===== src/rtl/flashprot_pkg.sv =====
package flashprot_pkg;
   typedef enum logic [1:0] {
      LVL_OPEN    = 2'b00,
      LVL_FACTORY = 2'b01,
      LVL_FIELD   = 2'b10,
      LVL_SEALED  = 2'b11
   } prot_lvl_t;
endpackage


===== src/rtl/flashprot_level_store.sv =====
module flashprot_level_store
   import flashprot_pkg::*;
#(
   parameter int NUM_ROWS = 16,
   localparam int ROW_W = $clog2(NUM_ROWS)
) (
   input  logic                  clk,
   input  logic                  rst_n,
   input  logic                  clear_all,
   input  logic                  load_en,
   input  logic [ROW_W-1:0]      load_row,
   input  prot_lvl_t             load_val,
   input  logic [ROW_W-1:0]      rd_row,
   output prot_lvl_t             rd_lvl,
   output logic [2*NUM_ROWS-1:0] lvl_flat
);
   prot_lvl_t lvl_q [NUM_ROWS];

   for (genvar gi = 0; gi < NUM_ROWS; gi++) begin : g_row
      always_ff @(posedge clk or negedge rst_n) begin
         if (!rst_n)
            lvl_q[gi] <= LVL_OPEN;
         else if (clear_all)
            lvl_q[gi] <= LVL_OPEN;
         else if (load_en && load_row == ROW_W'(gi))
            lvl_q[gi] <= load_val;
      end
      assign lvl_flat[2*gi +: 2] = lvl_q[gi];
   end

   assign rd_lvl = lvl_q[rd_row];
endmodule


===== src/rtl/flashprot_perm_decode.sv =====
module flashprot_perm_decode
   import flashprot_pkg::*;
(
   input  prot_lvl_t lvl,
   input  logic      is_ext,
   input  logic      is_wr,
   output logic      allow
);
   always_comb begin
      unique case (lvl)
         LVL_OPEN:    allow = 1'b1;
         LVL_FACTORY: allow = is_wr || !is_ext;
         LVL_FIELD:   allow = !is_ext;
         LVL_SEALED:  allow = !is_ext && !is_wr;
         default:     allow = 1'b0;
      endcase
   end
endmodule


===== src/rtl/flashprot_window_ctrl.sv =====
module flashprot_window_ctrl (
   input  logic clk,
   input  logic rst_n,
   input  logic erase_req,
   input  logic lock_req,
   input  logic lvl_wr,
   output logic window_open,
   output logic load_en,
   output logic clear_all,
   output logic mem_erase
);
   logic win_q, erase_q;

   always_ff @(posedge clk or negedge rst_n) begin
      if (!rst_n) begin
         win_q   <= 1'b0;
         erase_q <= 1'b0;
      end else begin
         erase_q <= erase_req;
         if (erase_req)
            win_q <= 1'b1;
         else if (lock_req)
            win_q <= 1'b0;
      end
   end

   assign window_open = win_q;
   assign clear_all   = erase_req;
   assign load_en     = lvl_wr && win_q && !erase_req;
   assign mem_erase   = erase_q;
endmodule


===== src/rtl/flashprot_rdata_mask.sv =====
module flashprot_rdata_mask #(
   parameter int DATA_W = 32,
   parameter int RD_LAT = 1
) (
   input  logic              clk,
   input  logic              rst_n,
   input  logic              rd_pass,
   input  logic [DATA_W-1:0] mem_rdata,
   output logic [DATA_W-1:0] rdata
);
   if (RD_LAT == 0) begin : g_comb
      assign rdata = rd_pass ? mem_rdata : '0;
   end else begin : g_pipe
      logic [RD_LAT-1:0] pass_q;
      always_ff @(posedge clk or negedge rst_n) begin
         if (!rst_n)
            pass_q <= '0;
         else begin
            pass_q[0] <= rd_pass;
            for (int i = 1; i < RD_LAT; i++)
               pass_q[i] <= pass_q[i-1];
         end
      end
      assign rdata = pass_q[RD_LAT-1] ? mem_rdata : '0;
   end
endmodule


===== src/rtl/flashprot_viol_track.sv =====
module flashprot_viol_track #(
   parameter int ROW_W = 4
) (
   input  logic             clk,
   input  logic             rst_n,
   input  logic             blocked,
   input  logic [ROW_W-1:0] row,
   input  logic             clear,
   output logic             viol_pulse,
   output logic             viol_sticky,
   output logic [ROW_W-1:0] viol_row
);
   always_ff @(posedge clk or negedge rst_n) begin
      if (!rst_n) begin
         viol_pulse  <= 1'b0;
         viol_sticky <= 1'b0;
         viol_row    <= '0;
      end else begin
         viol_pulse <= blocked;
         if (blocked)
            viol_row <= row;
         if (clear)
            viol_sticky <= 1'b0;
         else if (blocked)
            viol_sticky <= 1'b1;
      end
   end
endmodule


===== src/rtl/flashprot_guard.sv =====
module flashprot_guard
   import flashprot_pkg::*;
#(
   parameter int NUM_ROWS = 16,
   parameter int DATA_W   = 32,
   parameter int RD_LAT   = 1,
   localparam int ROW_W   = $clog2(NUM_ROWS)
) (
   input  logic              clk,
   input  logic              rst_n,
   input  logic              acc_valid,
   input  logic              acc_ext,
   input  logic              acc_write,
   input  logic [ROW_W-1:0]  acc_row,
   input  logic [DATA_W-1:0] acc_wdata,
   output logic              acc_grant,
   output logic [DATA_W-1:0] acc_rdata,
   output logic              mem_rd_en,
   output logic              mem_wr_en,
   output logic [ROW_W-1:0]  mem_row,
   output logic [DATA_W-1:0] mem_wdata,
   input  logic [DATA_W-1:0] mem_rdata,
   output logic              mem_erase,
   input  logic              erase_req,
   input  logic              lock_req,
   input  logic              lvl_wr,
   input  logic [ROW_W-1:0]  lvl_row,
   input  logic [1:0]        lvl_val,
   output logic              window_open,
   output logic              viol_pulse,
   output logic              viol_sticky,
   output logic [ROW_W-1:0]  viol_row
);
   if (NUM_ROWS < 2 || (NUM_ROWS & (NUM_ROWS - 1)) != 0) begin : g_bad_rows
      $error("NUM_ROWS must be a power of two of at least 2");
   end
   if (RD_LAT < 0 || RD_LAT > 8) begin : g_bad_lat
      $error("RD_LAT must lie in 0..8");
   end
   if (DATA_W < 8) begin : g_bad_width
      $error("DATA_W must be at least 8");
   end

   logic                  load_en, clear_all, allow, blocked;
   prot_lvl_t             cur_lvl;
   logic [2*NUM_ROWS-1:0] lvl_flat;

   flashprot_window_ctrl u_win (
      .clk         (clk),
      .rst_n       (rst_n),
      .erase_req   (erase_req),
      .lock_req    (lock_req),
      .lvl_wr      (lvl_wr),
      .window_open (window_open),
      .load_en     (load_en),
      .clear_all   (clear_all),
      .mem_erase   (mem_erase)
   );

   flashprot_level_store #(.NUM_ROWS(NUM_ROWS)) u_store (
      .clk       (clk),
      .rst_n     (rst_n),
      .clear_all (clear_all),
      .load_en   (load_en),
      .load_row  (lvl_row),
      .load_val  (prot_lvl_t'(lvl_val)),
      .rd_row    (acc_row),
      .rd_lvl    (cur_lvl),
      .lvl_flat  (lvl_flat)
   );

   flashprot_perm_decode u_perm (
      .lvl    (cur_lvl),
      .is_ext (acc_ext),
      .is_wr  (acc_write),
      .allow  (allow)
   );

   assign acc_grant = acc_valid && allow;
   assign blocked   = acc_valid && !allow;
   assign mem_rd_en = acc_grant && !acc_write;
   assign mem_wr_en = acc_grant && acc_write;
   assign mem_row   = acc_row;
   assign mem_wdata = acc_wdata;

   flashprot_rdata_mask #(.DATA_W(DATA_W), .RD_LAT(RD_LAT)) u_mask (
      .clk       (clk),
      .rst_n     (rst_n),
      .rd_pass   (mem_rd_en),
      .mem_rdata (mem_rdata),
      .rdata     (acc_rdata)
   );

   flashprot_viol_track #(.ROW_W(ROW_W)) u_viol (
      .clk         (clk),
      .rst_n       (rst_n),
      .blocked     (blocked),
      .row         (acc_row),
      .clear       (clear_all),
      .viol_pulse  (viol_pulse),
      .viol_sticky (viol_sticky),
      .viol_row    (viol_row)
   );
endmodule


===== config.mk =====
export PLATFORM = sky130hd
export DESIGN_NAME = flashprot_guard
export DESIGN_NICKNAME = d
export VERILOG_FILES = /design/src/rtl/flashprot_pkg.sv /design/src/rtl/flashprot_level_store.sv /design/src/rtl/flashprot_perm_decode.sv /design/src/rtl/flashprot_window_ctrl.sv /design/src/rtl/flashprot_rdata_mask.sv /design/src/rtl/flashprot_viol_track.sv /design/src/rtl/flashprot_guard.sv
export SDC_FILE = /design/constraint.sdc
export NUM_CORES = 1
export LEC_CHECK = 0
export BUFFER_PORTS_ARGS = -buffer_cell sky130_fd_sc_hd__buf_2
export CORE_AREA = 10 10 89 91
export DETAILED_ROUTE_END_ITERATION = 10
export DIE_AREA = 0 0 99 101
export GPL_ROUTABILITY_DRIVEN = 0
export PLACE_DENSITY = 0.76
export SYNTH_ARGS = -nofsm -noshare
export SYNTH_HDL_FRONTEND = slang
export SYNTH_SLANG_ARGS = --single-unit

===== constraint.sdc =====
create_clock -name clk -period 2.2 [get_ports clk]
set_input_delay 0 -clock clk [delete_from_list [all_inputs] [get_ports clk]]
set_output_delay 0 -clock clk [all_outputs]
set_load 0.01 [all_outputs]

==> out/qor.yml, run 1 <==
timing:
  setup_tns_ns: 0
  clock_skew_ns: 0.005313
  setup_viol_count_final: 0
  slew_viol_final: 0
  max-slew-margin-rel_pct: 40.79
  max_freq_mhz: 482.7
  post-route-period-util_pct: 94.17
  final_hold_viol_count: 0
  tightest_slew_ns: 0.8882
  period_minus_slack_ns: 2.072
  rsz0062_at_grt: "no"
route:
  vias: 2127
  drc: 0
  final_antenna_net_count: 0
  finalWirelength_microns: 7610
  dr.first_iter.drc_count: 76
  viasPerCell: 5.188
  dr.pass1.iters: 4
  avgRoutedWirePerCell_microns: 18.56
grt:
  grt_pass1_vias: 2196
  grt_pass1_wl_microns: 11630
  gr-total-overflow: 0
  antenna_found_initial: 0
  grtUsageTotal_pct: 14.44
  grt_max_degree: 42
floorplan:
  core_sq_um: 6205
  fp.dieW_microns: 99
  rows: 29
  dieArea_sq_um: 9999
  initial_utilization_pct: 42.15
  ios: 161
  dieHeight_microns: 101
synthesis:
  ys_ff_latch: 41
  ys_seq_area_share_pct: 39.23
  syn_area_per_cell_sq_um: 9.475
  synthTopCellsByArea: "dfrtp_1 (39%), buf_4 (10%), and2_1 (7.7%)"
  synthArstFlopShare_pct: 100.0
  yosysWarnings: 0
  synth-edff-count: 0
  synth.distinct_cells: 34
  syn_nets: 358
  postSynthCellCount: 276
  synth_common_cells: "dfrtp_1 (41), buf_4 (36), nand2_1 (34)"
  yosysTopAreaCell: "dfrtp_1"
  syn-cell-area_sq_um: 2615
  synth_top_area_share_pct: 39.23
  yosysMostFrequentCell: "dfrtp_1"
  synth_top_flop_cell: "dfrtp_1"
worst_setup_path:
  startpoint_type: "register"
  criticalPathCategory: "reg2out"
  cp_num_buf_inv: 1
  cp.arrival_ns: 2.07
  rr_worst_depth: 6
  crit_required_ns: 2.20
  r2r-start: "u_store.lvl_flat[10]$_DFFE_PN0P_"
  crit_slowest_cell: "mux4_2"
  r2r_slack_ns: 0.22
  worstPathMaxFanout: 4
  timing.rr.end: "u_viol.viol_row[2]$_DFFE_PN0P_"
  worstSetupEndpointType: "output port"
  path_cells: "mux4_2 -> a22oi_1 -> nand3_2 -> a22oi_4 -> and3_2 -> buf_2"
  cp_top_family: "multiplexers"
  critPathMaxStageDelay_ns: 0.48
clock_network:
  post_cts_buffers: 0
  clkLatencyLatePin_ns: 0.30
  cts_buffer_depth: 2
  cts_sinks: 41
  cts-root-buf: "clkbuf_8"
  clk_pin_slew_ns: 0.08
  cts_tree: "yes"
  htree_num_levels: 2
  cts_buffers: 5
layout:
  nets: 414
  drive_gt1_share_pct: 37.84
  final_util_pct: 48.78
  antenna_cells: 0
  areaGrowthSynthToFinish_pct: 15.74
power:
  power.leakage_nw: 1.580
  vdd_drop_max_v: 0.0004560
  totalPowerFinal_mw: 1.726
  p_per_area_nw_per_um2: 570.2
placement:
  port_buffers: 96
  dpl.hpwl_microns: 6292
worst_hold_path:
  min_from: "acc_wdata[30]"
  hold_class: "in2out"
  holdPathStages: 0
  holdPathEnd: "mem_wdata[30]"
run:
  maxCapViolations: 0
status:
  status: "finished clean"
## how the worst max path moves through the flow
stage / start / slack [ns] / cells after the start / end
3_5_place_dp: u_store.lvl_flat[11]$_DFFE_PN0P_ / 0.22 / 6 / u_viol.viol_row[2]$_DFFE_PN0P_
6_report: u_store.lvl_flat[10]$_DFFE_PN0P_ / 0.13 / 6 / acc_grant
2_1_floorplan: u_store.lvl_flat[11]$_DFFE_PN0P_ / 0.33 / 6 / u_viol.viol_row[0]$_DFFE_PN0P_
4_1_cts: u_store.lvl_flat[11]$_DFFE_PN0P_ / 0.12 / 6 / acc_grant
5_1_grt: u_store.lvl_flat[10]$_DFFE_PN0P_ / 0.03 / 6 / mem_rd_en
3_3_place_gp: acc_row[0] / 0.28 / 7 / u_viol.viol_row[0]$_DFFE_PN0P_
## stage by stage
stage	hold WS [ns]	instance area, sq um	setup slack [ns]	std cells
4_1_cts	0.00007494	3027	0.1183	410
3_3_place_gp	0.00007494	2873	0.2797	400
6_report	0.00006636	3027	0.1284	410
2_1_floorplan	-0.2956	2615	0.3282	276
3_5_place_dp	0.00007494	2873	0.2227	400
5_1_grt	0.00005428	3027	0.03160	410
## cell type report
| class | count | area (sq um) |
|---|---|---|
| Clock buffer | 5 | 68.82 |
| Timing Repair Buffer | 100 | 515.5 |
| Clock inverter | 3 | 65.06 |
| Inverter | 1 | 3.754 |
| Fill cell | 585 | 3178 |
| Tap cell | 77 | 96.34 |
| Multi-Input combinational cell | 183 | 1251 |
| Sequential cell | 41 | 1026 |
## worst reg2reg max path, stage by stage, from the launching register on
cell      delay (ns)
dfrtp_1         0.38
mux4_2          0.48
a22oi_1         0.24
nand3_2         0.15
a22oi_4         0.18
a21boi_4        0.12
mux2_4          0.31
## metal layers
metal  track usage (%)  vias to the layer above  routed length, microns
li1                  -                      994                       -
met1             14.48                      997                    2714
met2             25.85                      126                    3901
met3             7.476                       10                     904
met4             3.528                        0                      90
met5                 0                        -                       0
## registers in the layout, indices dropped and copies added, names as in the netlist
name,count
u_win.window_open,1
u_mask.g_pipe.pass_q,1
u_win.mem_erase,1
u_viol.viol_sticky,1
u_store.lvl_flat,32
u_viol.viol_row,4
u_viol.viol_pulse,1
## power breakdown
part | internal [mW] | switching (mW)
Combinational | 0.107 | 0.126
Sequential | 0.768 | 0.0144
Clock | 0.451 | 0.259
## kinds of logic (layout without fill, tap and decap cells)
group / count (synthesis) / count (layout) / synth area share (%)
buffers and inverters: 52 / 109 / 12.92
flip-flops: 41 / 41 / 39.23
AO/OA/AOI/OAI: 35 / 35 / 8.517
AND/OR/NAND/NOR: 128 / 128 / 26.17
multiplexers: 20 / 20 / 13.16
## timing repair
action	in CTS	in global routing
resized for setup	0	0
hold endpoints to repair	42	0
hold buffers	2	0
## layout by cell type (no fill, tap or decap)
cell,Yosys,layout
buf_2,0,96
dfrtp_1,41,41
nand2_1,34,34
and2_1,32,32
o21ai_0,18,18
nand2b_1,14,14
nand3_1,13,13
nor2_1,13,13
a21oi_1,11,11
nor2b_1,9,9
mux4_1,5,5
clkbuf_8,0,5
mux2_2,4,4
mux2_4,4,4
mux2i_1,4,4
mux4_2,3,3
nand3_2,2,2
and3_1,2,2
nand3b_1,2,2
nor3_1,2,2
bufinv_16,0,2
dlygate4sd3_1,0,2
buf_4,36,2
a22oi_2,1,1
a22oi_1,1,1
a22oi_4,1,1
a21boi_4,1,1
and3_2,1,1
and3b_1,1,1
or2_2,1,1
nor3b_2,1,1
or3_1,1,1
o21ba_2,1,1
inv_1,1,1
a21o_1,1,1
clkinv_2,0,1
Note: power is estimated with default switching activity, not from simulation.
==> inputs of run 2 (changes only) <==
Settings changed: SKIP_CTS_REPAIR_TIMING set to 1.
Clock period 2.2 ns to 2 ns, I/O delays scaled along.
==> run 2 against run 1 <==
  * The flow now finishes with violations (negative setup slack)
  * Sequential share of layout area down 0.44 points
  * Worst setup slack got worse by 0.15 ns
  * First-iteration DRC count down 2.6%
  * Design area up 1.3%
  * Critical endpoint unchanged
  * Highest routed layer unchanged
==> out/qor.yml, run 2 (same netlist as run 1, synthesis figures left out) <==
worst_setup_path:
  criticalPathCategory: "reg2out"  # unchanged
  crit_required_ns: 2.00  # was 2.20 ns
  worstSetupEndpointType: "output port"  # unchanged
  cp.arrival_ns: 2.02  # was 2.07 ns
  startpoint_type: "register"  # unchanged
  worstPathMaxFanout: 4  # unchanged
timing:
  holdWs_ns: 0.00006636  # unchanged
  max_freq_mhz: 494.7
  slew_viol_final: 0  # unchanged
  final_hold_viol_count: 0  # unchanged
  period_minus_slack_ns: 2.021
  post-route-period-util_pct: 101.1
  tightest_slew_ns: 0.9122  # was 0.8882 ns
  rsz0062_at_grt: "yes"  # was no
  finalWorstSetupSlack_ns: -0.02123  # was 0.1284 ns
  setup_viol_count_final: 1  # was 0
  clock_skew_ns: 0.007130  # was 0.005313 ns
  max-slew-margin-rel_pct: 39.19  # was 40.79%
  setup_tns_ns: -0.02123  # was 0 ns
route:
  finalWirelength_microns: 7911  # was 7610 microns
  dr.pass1.iters: 4  # unchanged
  dr.first_iter.drc_count: 74  # was 76
  drc: 0  # unchanged
  viasPerCell: 5.131  # was 5.188
  avgRoutedWirePerCell_microns: 19.15  # was 18.56 microns
  vias: 2119  # was 2,127
  final_antenna_net_count: 0  # unchanged
grt:
  grt_max_degree: 42  # unchanged
  use_met2_pct: 27.81  # was 25.85%
  antenna_found_initial: 1  # was 0
  grt_pass1_vias: 2238  # was 2,196
  grt-busiest-layer: "met2"  # unchanged
  grt_pass1_wl_microns: 11960  # was 11,630 microns
  met3_usage_pct: 7.819  # was 7.476%
  grtUsageTotal_pct: 14.89  # was 14.44%
  met1_usage_pct: 13.76  # was 14.48%
  gr-total-overflow: 0  # unchanged
status:
  violations: "negative setup slack"
  status: "finished, violations left"  # was finished clean
floorplan:
  fp.dieW_microns: 99  # unchanged
  core_sq_um: 6205  # unchanged
  initial_utilization_pct: 42.15  # unchanged
  ios: 161  # unchanged
  dieHeight_microns: 101  # unchanged
  dieArea_sq_um: 9999  # unchanged
  rows: 29  # unchanged
clock_network:
  cts_buffer_depth: 2  # unchanged
  clkLatencyLatePin_ns: 0.30  # about the same
  cts_sinks: 41  # unchanged
  cts_tree: "yes"  # unchanged
  cts-root-buf: "clkbuf_8"  # unchanged
  cts_buffers: 5  # unchanged
  clk_pin_slew_ns: 0.08  # about the same
  htree_num_levels: 2  # unchanged
layout:
  areaGrowthSynthToFinish_pct: 17.27  # was 15.74%
  nets: 416  # was 414
  final_common_cell: "buf_2"  # unchanged
  finalNonFillerCells: 413  # was 410
  largest_reg_flops: 32  # unchanged
  fin_area_sq_um: 3067  # was 3027 sq um
  drive_gt1_share_pct: 38.81  # was 37.84%
  final_util_pct: 49.43  # was 48.78%
  layout_common_cells: "buf_2 (94), dfrtp_1 (41), nand2_1 (34)"  # was buf_2 (96), dfrtp_1 (41), nand2_1 (34)
run:
  maxCapViolations: 0  # unchanged
power:
  vdd_drop_max_v: 0.0004765  # was 0.0004560 V
  power.leakage_nw: 1.586  # was 1.580 nW
  p_per_area_nw_per_um2: 624.9  # was 570.2 nW/um^2
  totalPowerFinal_mw: 1.916  # was 1.726 mW
worst_hold_path:
  hold_class: "in2out"  # unchanged
placement:
  port_buffers: 96  # unchanged
  dp_slack_ns: 0.01907  # was 0.2227 ns
  dpl_cell_area_sq_um: 2880  # was 2873 sq um
  dpl.hpwl_microns: 6459  # was 6292 microns
  dp.cells: 401  # was 400
## run 2: power breakdown
part           switching (mW)  internal (mW)
Sequential             0.0156          0.845
Clock                   0.298          0.496
Combinational           0.140          0.121
## run 2: routing by layer
metal  routed length, microns  vias up
li1                         -     1008
met1                     2775      980
met2                     4082      123
met3                      932        8
met4                      121        0
met5                        0        -
## run 2: path summary, 6_finish.rpt
kind,startpoint,end,slack [ns],cells past startpoint
worst max register to register,u_store.lvl_flat[1]$_DFFE_PN0P_,u_viol.viol_row[2]$_DFFE_PN0P_,0.05,6
worst min register to register,u_viol.viol_sticky$_DFFE_PN0P_,u_viol.viol_sticky$_DFFE_PN0P_,0.51,1
worst max-delay path,u_store.lvl_flat[1]$_DFFE_PN0P_,acc_grant,-0.02,6
worst min-delay path,acc_wdata[30],mem_wdata[30],0.00007,0
min in group asynchronous,rst_n,u_store.lvl_flat[19]$_DFFE_PN0P_,0.37,2
max in group asynchronous,rst_n,u_store.lvl_flat[30]$_DFFE_PN0P_,1.06,2
## run 2: cell type report
type | instances | area (sq um)
fillers | 592 | 3138
multi-input cells | 183 | 1265
flip-flops and latches | 41 | 1026
repair buffers | 102 | 539.3
well taps | 77 | 96.34
clock buffers | 5 | 68.82
clock inverters | 3 | 65.06
inverters | 1 | 3.754
diodes | 1 | 2.502
## run 2: worst max-delay path: stages, from the launching register on
cell and delay, ns:
dfrtp_1 0.40, mux4_2 0.47, a22oi_2 0.18, nand3_2 0.14
a22oi_4 0.22, and3_4 0.21, buf_6 0.10
==> inputs of run 3 (changes only) <==
Settings changed: CORE_AREA 10 10 89 91 to 10 10 93 95, DIE_AREA 0 0 99 101 to 0 0 103 105.
Clock period 2 ns to 1.7 ns, I/O delays scaled along.
==> run 3 against run 2 <==
  * The flow still finishes with violations (negative setup slack)
  * Hold slack barely moved
  * Clock-buffer cell count did not move
  * Worst setup slack got worse by 0.33 ns
  * Die area rose by 8.2%
  * Sequential share of layout area fell by 0.50 points
  * Clock power fell by 21%
  * Critical endpoint is now u_viol.viol_row[0]$_DFFE_PN0P_
==> out/qor.yml, run 3 (same netlist as run 1, synthesis figures left out) <==
floorplan:
  dieArea_sq_um: 10820  # was 9999 sq um
  rows: 30  # was 29
  ios: 161  # unchanged
  dieHeight_microns: 105  # was 101 microns
  core_sq_um: 6756  # was 6205 sq um
  fp.dieW_microns: 103  # was 99 microns
  initial_utilization_pct: 38.70  # was 42.15%
timing:
  post-route-period-util_pct: 120.6
  slew_viol_final: 0  # unchanged
  period_minus_slack_ns: 2.049
  tightest_slew_ns: 0.6368  # was 0.9122 ns
  rsz0062_at_grt: "yes"  # unchanged
  setup_tns_ns: -2.574  # was -0.02123 ns
  max_freq_mhz: 487.9
  final_hold_viol_count: 0  # unchanged
  setup_viol_count_final: 9  # was 1
  max-slew-margin-rel_pct: 57.55  # was 39.19%
  finalWorstSetupSlack_ns: -0.3495  # was -0.02123 ns
  clock_skew_ns: 0.005598  # was 0.007130 ns
run:
  maxCapViolations: 0  # unchanged
route:
  dr.first_iter.drc_count: 144  # was 74
  vias: 2149  # was 2,119
  dr.pass1.iters: 4  # unchanged
  avgRoutedWirePerCell_microns: 18.94  # was 19.15 microns
  drc: 0  # unchanged
  final_antenna_net_count: 0  # unchanged
  viasPerCell: 5.092  # was 5.131
  finalWirelength_microns: 7994  # was 7911 microns
clock_network:
  clkLatencyLatePin_ns: 0.30  # about the same
  cts_buffers: 5  # unchanged
  cts_sinks: 41  # unchanged
  htree_num_levels: 2  # unchanged
  cts-root-buf: "clkbuf_8"  # unchanged
  cts_buffer_depth: 2  # unchanged
  clk_pin_slew_ns: 0.08  # about the same
  cts_tree: "yes"  # unchanged
grt:
  grt_pass1_wl_microns: 11830  # was 11,960 microns
  grt_max_degree: 42  # unchanged
  met1_usage_pct: 13.98  # was 13.76%
  gr-total-overflow: 0  # unchanged
  met3_usage_pct: 5.599  # was 7.819%
  grtUsageTotal_pct: 13.63  # was 14.89%
  grt-busiest-layer: "met2"  # unchanged
  use_met2_pct: 24.30  # was 27.81%
  grt_pass1_vias: 2204  # was 2,238
  antenna_found_initial: 0  # was 1
layout:
  largest_reg_flops: 32  # unchanged
  final_common_cell: "buf_2"  # unchanged
  layout_common_cells: "buf_2 (96), dfrtp_1 (41), nand2_1 (34)"  # was buf_2 (94), dfrtp_1 (41), nand2_1 (34)
  drive_gt1_share_pct: 41.81  # was 38.81%
  nFillCells: 668  # was 592
  fin_area_sq_um: 3113  # was 3067 sq um
  nets: 423  # was 416
  finalNonFillerCells: 422  # was 413
  antenna_cells: 0  # was 1
  areaGrowthSynthToFinish_pct: 19.04  # was 17.27%
  multi_input_area_sq_um: 1301  # was 1265 sq um
  regArea_sq_um: 1026  # unchanged
placement:
  dpl_cell_area_sq_um: 2947  # was 2880 sq um
  dp_slack_ns: -0.2485  # was 0.01907 ns
  dpl.hpwl_microns: 6544  # was 6459 microns
  dp.cells: 410  # was 401
  port_buffers: 96  # unchanged
power:
  vdd_drop_max_v: 0.0004748  # was 0.0004765 V
  p_per_area_nw_per_um2: 633.3  # was 624.9 nW/um^2
  power.leakage_nw: 1.606  # was 1.586 nW
worst_setup_path:
  worstSetupEndpointType: "register"  # was output port
  critPathMaxStageDelay_ns: 0.48  # was 0.47 ns
  cp.arrival_ns: 2.24  # was 2.02 ns
  crit_required_ns: 1.89  # was 2.00 ns
  criticalPathCategory: "reg2reg"  # was reg2out
  worstPathMaxFanout: 6  # was 4
  startpoint_type: "register"  # unchanged
  crit_slowest_cell: "mux4_2"  # unchanged
  path_cells: "mux4_2 -> a22oi_2 -> nand3_2 -> a22oi_4 -> buf_4 -> a21boi_4 -> mux2_4"  # was mux4_2 -> a22oi_2 -> nand3_2 -> a22oi_4 -> and3_4 -> buf_6
status:
  violations: "negative setup slack"  # unchanged
  status: "finished, violations left"  # unchanged
worst_hold_path:
  hold_class: "in2out"  # unchanged
[run 3: final timing paths]
| path | start | endpoint | slack [ns] | cells after the start |
|---|---|---|---|---|
| max | u_store.lvl_flat[11]$_DFFE_PN0P_ | u_viol.viol_row[0]$_DFFE_PN0P_ | -0.35 | 7 |
| min | acc_wdata[23] | mem_wdata[23] | 0.00002 | 0 |
| max reg2reg | u_store.lvl_flat[11]$_DFFE_PN0P_ | u_viol.viol_row[0]$_DFFE_PN0P_ | -0.35 | 7 |
| min reg2reg | u_store.lvl_flat[7]$_DFFE_PN0P_ | u_store.lvl_flat[7]$_DFFE_PN0P_ | 0.52 | 2 |
| max in group asynchronous | rst_n | u_win.window_open$_DFFE_PN0P_ | 1.30 | 3 |
| min in group asynchronous | rst_n | u_store.lvl_flat[17]$_DFFE_PN0P_ | 0.20 | 3 |
[run 3: final cells by class]
cell class	instances	area share (%)
well taps	80	3.215
flip-flops and latches	41	32.96
clock buffers	5	2.211
inverters	1	0.1206
clock inverters	3	0.5627
repair buffers	109	19.13
multi-input cells	183	41.80
[run 3: metal layers]
layer	wire length, microns	vias up
met3	1002	13
met4	123	0
met5	0	-
met1	2883	986
met2	3984	134
li1	-	1016
[run 3: worst max-delay path, delay by kind of cell, from the launching register on]
kind | cells | cell delay (ns)
buffers and inverters | 1 | 0.14
AND/OR/NAND/NOR | 1 | 0.15
flip-flops | 1 | 0.39
multiplexers | 2 | 0.79
AO/OA/AOI/OAI | 3 | 0.46
[run 3: through the flow]
stage,total power [mW],utilization [%],hold slack (ns)
2_1_floorplan,1.260,-,-0.2956
3_3_place_gp,1.345,43.61,-0.01501
3_5_place_dp,1.352,43.61,-0.01263
4_1_cts,1.980,44.89,-0.3390
5_1_grt,2.074,46.07,0.00004595
6_report,1.971,46.07,0.00001666
[run 3: power breakdown]
| group | switching, mW | total [mW] | internal, mW | leakage [nW] |
|---|---|---|---|---|
| Clock | 0.348 | 0.631 | 0.283 | 0.0439 |
| Combinational | 0.174 | 0.328 | 0.154 | 0.998 |
| Sequential | 0.0180 | 1.01 | 0.994 | 0.564 |
